==> config.mk <==
export PLATFORM = sky130hd
export DESIGN_NAME = irq_selector
export DESIGN_NICKNAME = d
export VERILOG_FILES = /design/src/rtl/irqsel_pkg.sv /design/src/rtl/irqsel_ctrl.sv /design/src/rtl/irqsel_dp.sv /design/src/rtl/irq_selector.sv
export SDC_FILE = /design/constraint.sdc
export NUM_CORES = 1
export LEC_CHECK = 0
export BUFFER_PORTS_ARGS = -buffer_cell sky130_fd_sc_hd__buf_2
export CORE_MARGIN = 8
export CORE_UTILIZATION = 45
export CTS_CLUSTER_SIZE = 8
export DETAILED_ROUTE_END_ITERATION = 10
export PLACE_DENSITY = 0.61
export SLEW_MARGIN = 0
export SYNTH_ARGS = -nofsm -noshare
export SYNTH_HDL_FRONTEND = slang
export SYNTH_SLANG_ARGS = --single-unit
==> constraint.sdc <==
create_clock -name clk -period 38.1 [get_ports clk]
set_input_delay 3.81 -clock clk [delete_from_list [all_inputs] [get_ports clk]]
set_output_delay 3.81 -clock clk [all_outputs]
set_load 0.005 [all_outputs]
==> src/rtl/irqsel_pkg.sv <==
package irqsel_pkg;

  // Source numbering, also used as configuration addresses
  localparam int SRC_RESET = 0;
  localparam int SRC_NMI   = 1;
  localparam int SRC_FAULT = 2;
  localparam int SRC_LINE0 = 3;

  // Fixed priorities of the non-configurable tier
  localparam int PRIO_RESET = -3;
  localparam int PRIO_NMI   = -2;
  localparam int PRIO_FAULT = -1;

  // Write strobes from the control side to the datapath
  typedef struct packed {
    logic wrGlobal;
    logic wrFault;
    logic wrThresh;
    logic wrPrio;
  } cfgStrobeT;

endpackage

==> src/rtl/irqsel_ctrl.sv <==
module irqsel_ctrl import irqsel_pkg::*; #(
  parameter int NUM_IRQ = 8,
  localparam int NUM_SRC = NUM_IRQ + SRC_LINE0,
  localparam int IDX_W = $clog2(NUM_SRC)
) (
  input  logic               clk,
  input  logic               rstN,
  input  logic               nmiReq,
  input  logic [NUM_IRQ-1:0] setEn,
  input  logic [NUM_IRQ-1:0] clrEn,
  input  logic               cfgWe,
  input  logic [IDX_W-1:0]   cfgAddr,
  input  logic               nmiTaken,
  output cfgStrobeT          strobe,
  output logic [NUM_IRQ-1:0] lineEn,
  output logic               nmiPend
);

  logic nmiPrev;
  logic nmiRise;

  // Address decode into write strobes
  always_comb begin
    strobe.wrGlobal = cfgWe && (cfgAddr == IDX_W'(SRC_RESET));
    strobe.wrFault  = cfgWe && (cfgAddr == IDX_W'(SRC_NMI));
    strobe.wrThresh = cfgWe && (cfgAddr == IDX_W'(SRC_FAULT));
    strobe.wrPrio   = cfgWe && (cfgAddr >= IDX_W'(SRC_LINE0))
                            && (32'(cfgAddr) < NUM_SRC);
  end

  // Enable bits: clear takes precedence over set
  always_ff @(posedge clk) begin
    if (!rstN) lineEn <= '0;
    else       lineEn <= (lineEn | setEn) & ~clrEn;
  end

  // Edge capture of the non-maskable request
  assign nmiRise = nmiReq & ~nmiPrev;

  always_ff @(posedge clk) begin
    if (!rstN) begin
      nmiPrev <= 1'b0;
      nmiPend <= 1'b0;
    end else begin
      nmiPrev <= nmiReq;
      nmiPend <= nmiRise | (nmiPend & ~nmiTaken);
    end
  end

  assert_clear_wins_R8: assert property (@(posedge clk) disable iff (!rstN)
    (clrEn != '0) |=> ((lineEn & $past(clrEn)) == '0));

  assert_set_sticks_R8: assert property (@(posedge clk) disable iff (!rstN)
    ((setEn & ~clrEn) != '0) |=> ((lineEn & $past(setEn & ~clrEn)) == $past(setEn & ~clrEn)));

  assert_zero_write_R8: assert property (@(posedge clk) disable iff (!rstN)
    (setEn == '0 && clrEn == '0) |=> $stable(lineEn));

  assert_nmi_once_R9: assert property (@(posedge clk) disable iff (!rstN)
    (nmiPend && nmiTaken && !nmiRise) |=> !nmiPend);

endmodule

==> src/rtl/irqsel_dp.sv <==
module irqsel_dp import irqsel_pkg::*; #(
  parameter int NUM_IRQ = 8,
  parameter int PRIO_W = 8,
  localparam int NUM_SRC = NUM_IRQ + SRC_LINE0,
  localparam int IDX_W = $clog2(NUM_SRC)
) (
  input  logic                     clk,
  input  logic                     rstN,
  input  cfgStrobeT                strobe,
  input  logic [IDX_W-1:0]         cfgAddr,
  input  logic [PRIO_W-1:0]        cfgData,
  input  logic                     rstReq,
  input  logic                     nmiPend,
  input  logic                     faultReq,
  input  logic [NUM_IRQ-1:0]       irqReq,
  input  logic [NUM_IRQ-1:0]       lineEn,
  output logic                     nmiTaken,
  output logic                     take,
  output logic [IDX_W-1:0]         winIdx,
  output logic signed [PRIO_W:0]   winPrio
);

  logic                   globalDis;
  logic                   faultDis;
  logic [PRIO_W-1:0]      thresh;
  logic [PRIO_W-1:0]      prioReg [NUM_IRQ];
  logic [NUM_IRQ-1:0]     lineElig;
  logic                   lineHit;
  logic [IDX_W-1:0]       lineBest;
  logic [PRIO_W-1:0]      prioBest;
  logic                   selValid;
  logic [IDX_W-1:0]       selIdx;
  logic signed [PRIO_W:0] selPrio;

  // Mask registers
  always_ff @(posedge clk) begin
    if (!rstN) begin
      globalDis <= 1'b0;
      faultDis  <= 1'b0;
      thresh    <= '0;
    end else begin
      if (strobe.wrGlobal) globalDis <= cfgData[0];
      if (strobe.wrFault)  faultDis  <= cfgData[0];
      if (strobe.wrThresh) thresh    <= cfgData;
    end
  end

  // Per-line priority storage and eligibility
  for (genvar k = 0; k < NUM_IRQ; k++) begin : gLine
    always_ff @(posedge clk) begin
      if (!rstN) prioReg[k] <= '0;
      else if (strobe.wrPrio && cfgAddr == IDX_W'(k + SRC_LINE0)) prioReg[k] <= cfgData;
    end
    assign lineElig[k] = irqReq[k] & lineEn[k] & ~globalDis & ~faultDis
                       & ((thresh == '0) | (prioReg[k] < thresh));
  end

  // Smallest number wins; strict compare keeps the lowest index on ties
  always_comb begin
    lineHit  = 1'b0;
    lineBest = '0;
    prioBest = '0;
    for (int k = 0; k < NUM_IRQ; k++) begin
      if (lineElig[k] && (!lineHit || prioReg[k] < prioBest)) begin
        lineHit  = 1'b1;
        lineBest = IDX_W'(k + SRC_LINE0);
        prioBest = prioReg[k];
      end
    end
  end

  // Fixed tier ahead of the configurable tier
  always_comb begin
    selValid = 1'b1;
    selIdx   = '0;
    selPrio  = '0;
    if (rstReq) begin
      selIdx  = IDX_W'(SRC_RESET);
      selPrio = (PRIO_W+1)'(PRIO_RESET);
    end else if (nmiPend) begin
      selIdx  = IDX_W'(SRC_NMI);
      selPrio = (PRIO_W+1)'(PRIO_NMI);
    end else if (faultReq && !faultDis) begin
      selIdx  = IDX_W'(SRC_FAULT);
      selPrio = (PRIO_W+1)'(PRIO_FAULT);
    end else if (lineHit) begin
      selIdx  = lineBest;
      selPrio = {1'b0, prioBest};
    end else begin
      selValid = 1'b0;
    end
  end

  assign nmiTaken = nmiPend && !rstReq;

  always_ff @(posedge clk) begin
    if (!rstN) begin
      take    <= 1'b0;
      winIdx  <= '0;
      winPrio <= '0;
    end else begin
      take    <= selValid;
      winIdx  <= selIdx;
      winPrio <= selPrio;
    end
  end

  assert_reset_first_R2: assert property (@(posedge clk) disable iff (!rstN)
    rstReq |=> (take && winIdx == IDX_W'(SRC_RESET) && winPrio == (PRIO_W+1)'(PRIO_RESET)));

  assert_global_block_R5: assert property (@(posedge clk) disable iff (!rstN)
    globalDis |=> !(take && winIdx >= IDX_W'(SRC_LINE0)));

  assert_fault_block_R6: assert property (@(posedge clk) disable iff (!rstN)
    faultDis |=> !(take && winIdx >= IDX_W'(SRC_FAULT)));

  assert_threshold_R7: assert property (@(posedge clk) disable iff (!rstN)
    (thresh != '0) |=> !(take && winIdx >= IDX_W'(SRC_LINE0)
                         && winPrio[PRIO_W-1:0] >= $past(thresh)));

  assert_idle_zero_R10: assert property (@(posedge clk) disable iff (!rstN)
    !take |-> (winIdx == '0 && winPrio == '0));

endmodule

==> src/rtl/irq_selector.sv <==
module irq_selector import irqsel_pkg::*; #(
  parameter int NUM_IRQ = 8,
  parameter int PRIO_W = 8,
  localparam int NUM_SRC = NUM_IRQ + SRC_LINE0,
  localparam int IDX_W = $clog2(NUM_SRC)
) (
  input  logic                   clk,
  input  logic                   rstN,
  input  logic                   rstReq,
  input  logic                   nmiReq,
  input  logic                   faultReq,
  input  logic [NUM_IRQ-1:0]     irqReq,
  input  logic [NUM_IRQ-1:0]     setEn,
  input  logic [NUM_IRQ-1:0]     clrEn,
  input  logic                   cfgWe,
  input  logic [IDX_W-1:0]       cfgAddr,
  input  logic [PRIO_W-1:0]      cfgData,
  output logic                   take,
  output logic [IDX_W-1:0]       winIdx,
  output logic signed [PRIO_W:0] winPrio
);

  cfgStrobeT          strobe;
  logic [NUM_IRQ-1:0] lineEn;
  logic               nmiPend;
  logic               nmiTaken;

  irqsel_ctrl #(.NUM_IRQ(NUM_IRQ)) i_ctrl (
    .clk(clk), .rstN(rstN), .nmiReq(nmiReq), .setEn(setEn), .clrEn(clrEn),
    .cfgWe(cfgWe), .cfgAddr(cfgAddr), .nmiTaken(nmiTaken),
    .strobe(strobe), .lineEn(lineEn), .nmiPend(nmiPend)
  );

  irqsel_dp #(.NUM_IRQ(NUM_IRQ), .PRIO_W(PRIO_W)) i_dp (
    .clk(clk), .rstN(rstN), .strobe(strobe), .cfgAddr(cfgAddr), .cfgData(cfgData),
    .rstReq(rstReq), .nmiPend(nmiPend), .faultReq(faultReq), .irqReq(irqReq),
    .lineEn(lineEn), .nmiTaken(nmiTaken),
    .take(take), .winIdx(winIdx), .winPrio(winPrio)
  );

endmodule

==> impl_results.md <==
- Setup-failing EPs final: 0
- Top cell types by occurrence after synthesis: 105 x ha_1, 71 x and2_1, 64 x edfxtp_1
- Final period utilization: between 40% and 50%
- Largest net degree at the start of global routing: 23
- DR pass1 iterations: 5
- Placed cell area: 7860 sq um
- # IOs: 56
- Chip width: roughly 140 um
- Largest fanout on the critical path: 16
- Area growth syn-to-layout: 11.0%
- Gr ovfl total: 0
- CTS Hold Buffers Added: 0
- Dpl ws: 19.12 ns
- Synthesized netlist cell count: around 750
- Initial core utilization: 46.1%
- Postcts setup bufs: 0
- Syn avg cell area: 9.79 sq um
- Crit path arrival time: 19.04 ns
- Number of synthesized flops with an enable pin: 64
- Hold slack: 0.481 ns
- GR Util All Layers: between 20% and 30%
- Port Buffers: 55
- CTS tree: done
- WL final: 22100 um
- Core Area: 15900 sq um
- WL per Instance: 21.6 um
- Crit-path most repeated cell: a21o_1
- Slew HR: 16.7%
- Top-count cell post-synth: ha_1
- Max Cap Violations: 0
- HPWL after detailed placement: between 15000 and 20000 um
- Leak: 3.31 nW
- Die footprint: around 21000 sq um
- Post-DRT Antenna Nets: 0
- Share of cells above drive strength 1: 15.0%
- Vias per cell: 5.87
- Worst path max stage delay: 0.55 ns
- RSZ-0062 raised after global routing: no
- Final hold vios: 0
- Slew Limit Fails: 0
- Synthesized area: 7360 sq um
- Fin area: 8160 sq um
- Critical path buffers and inverters: 5
- Worst skew pair latency: 0.36 ns
- Max frequency: 0.0531 GHz
- Root buffer cell: clkbuf_16
- CTS Buf Count: 9
- Initial antenna violation count: 0
- CTS H-Tree Depth: 3
- Status: finished clean
- Fin nets: 951
- Top_reg_cell synth: edfxtp_1
- Largest area contributor in the netlist: edfxtp_1
- CP max-delay cell: o41ai_1
- Vias: 6016
- Post-route setup TNS: 0 ns
- Residual DRC: 0
- CTS Buffer Depth: 2
- Max Clock Skew: 0.0142 ns
- CP Capture Type: flop
- Ranking of synthesized cells by area: edfxtp_1 26%, ha_1 18%, dfxtp_1 9.3%, and2_1 6.0%, mux2_2 3.2%
- Min-Delay Path Class: flop to flop
- Syn Nets: 898
- Pwr per Cell Area: 34.6 nW/um^2
- Crit path max-delay family: compound AO/OA/AOI/OAI gates
- Count of cell types in the netlist: between 70 and 80
- Worst Tran Pin Value: 1.24 ns
- Yosys reg bits: 98
- Ys Warns: 0
- Top cell type's share of synthesized area: 26.1%
- Fraction of registers with async set/reset: 0%
- Gp weighted congestion: ~0.94
- Die height: 144 um
- Clk pin slew, worst setup/hold paths: 0.07 ns
- Slack of the critical path: between 15 and 20 ns
- Antenna Diode Count: 0
- Crit path time final: roughly 19 ns
- Maximum vdd drop: 0.0253 mV
- Cell row count: 46
- TritonCTS Sinks: 98
- CP Class: input port to flop
- # resized after CTS: 0
- DRC marker count from the first detailed-route iteration: slightly below 500
- Sequential fraction of the synthesis area: between 30% and 40%
- Req. time, crit path: 38.31 ns
- First-pass GRT wire length: 33900 um
- Critical Path Start Type: input port
- Number of global-route vias before repair: 5992
-- layer usage --
layer / track usage (%) / vias to the layer above / share of wire [%]
met5: 0 / - / 0
met4: 8.14 / 0 / 2.4
met3: 3.38 / 33 / 5.8
met2: 35.0 / 200 / 45
met1: 29.6 / 2862 / 47
li1: - / 2921 / -
-- state kept, by name, indices dropped and copies added, names as in the netlist --
name / flops
i_dp.take: 1
i_ctrl.nmiPend: 1
i_dp.faultDis: 1
i_dp.winPrio: 9
i_ctrl.nmiPrev: 1
i_dp.prioReg: 64
i_dp.globalDis: 1
i_ctrl.lineEn: 8
i_dp.winIdx: 4
i_dp.thresh: 8
-- worst paths after layout --
path	start	endpoint	slack, ns	cells past startpoint
hold / removal	i_ctrl.lineEn[0]	i_ctrl.lineEn[0]	0.48	2
setup reg to reg	i_dp.thresh[1]	i_dp.winPrio[5]	21.26	67
setup / recovery	irqReq[0]	i_dp.winPrio[5]	19.26	65
hold reg to reg	i_ctrl.lineEn[0]	i_ctrl.lineEn[0]	0.48	2
-- worst register-to-register path, delay by kind of cell, from the launching register on --
family,cells,cell delay (ns)
AO/OA/AOI/OAI,35,8.63
adder cells (fa/ha/maj),8,2.21
buffers and inverters,5,0.67
flip-flops,1,0.34
multiplexers,4,1.66
AND/OR/NAND/NOR,15,3.15
-- cells by family (layout without fill, tap and decap cells) --
| group | Yosys count | in the layout | share of synthesized area, % |
|---|---|---|---|
| AND/OR/NAND/NOR | 268 | 268 | 19.8 |
| adder cells (fa/ha/maj) | 105 | 105 | 17.9 |
| AO/OA/AOI/OAI | 185 | 185 | 18.5 |
| flip-flops | 98 | 98 | 35.4 |
| buffers and inverters | 59 | 117 | 3.18 |
| multiplexers | 36 | 36 | 5.26 |
-- stage by stage --
step | std cells | total power (W) | util (%)
floorplan | 751 | 0.000166 | -
global placement | 1009 | 0.000184 | 49.3
detailed placement | 1009 | 0.000187 | 49.3
CTS | 1025 | 0.000282 | 51.2
global route | 1025 | 0.000295 | 51.2
finish | 1025 | 0.000282 | 51.2
-- layout make-up --
| class | instances | area (sq um) |
|---|---|---|
| clock buffers | 9 | 225 |
| clock inverters | 7 | 83.8 |
| fillers | 1467 | 7780 |
| inverters | 42 | 158 |
| multi-input cells | 594 | 4520 |
| flip-flops and latches | 98 | 2600 |
| well taps | 216 | 270 |
| repair buffers | 59 | 305 |
-- report_power, final --
part	switching [W]	total (W)	leakage (nW)	internal [W]
clock	0.0000442	0.0000963	0.149	0.0000521
sequential	0.00000611	0.000126	0.893	0.000119
combinational	0.0000350	0.0000604	2.27	0.0000253
-- layout by cell type (no fill, tap or decap), types with 21 or more instances in the layout --
| master | count |
|---|---|
| ha_1 | 105 |
| and2_1 | 71 |
| edfxtp_1 | 64 |
| buf_2 | 55 |
| nor2_1 | 54 |
| nand2_1 | 45 |
| inv_1 | 42 |
| o21ai_0 | 34 |
| a21oi_1 | 34 |
| dfxtp_1 | 34 |
| mux2_2 | 21 |
(Power assumes the default switching activity.)
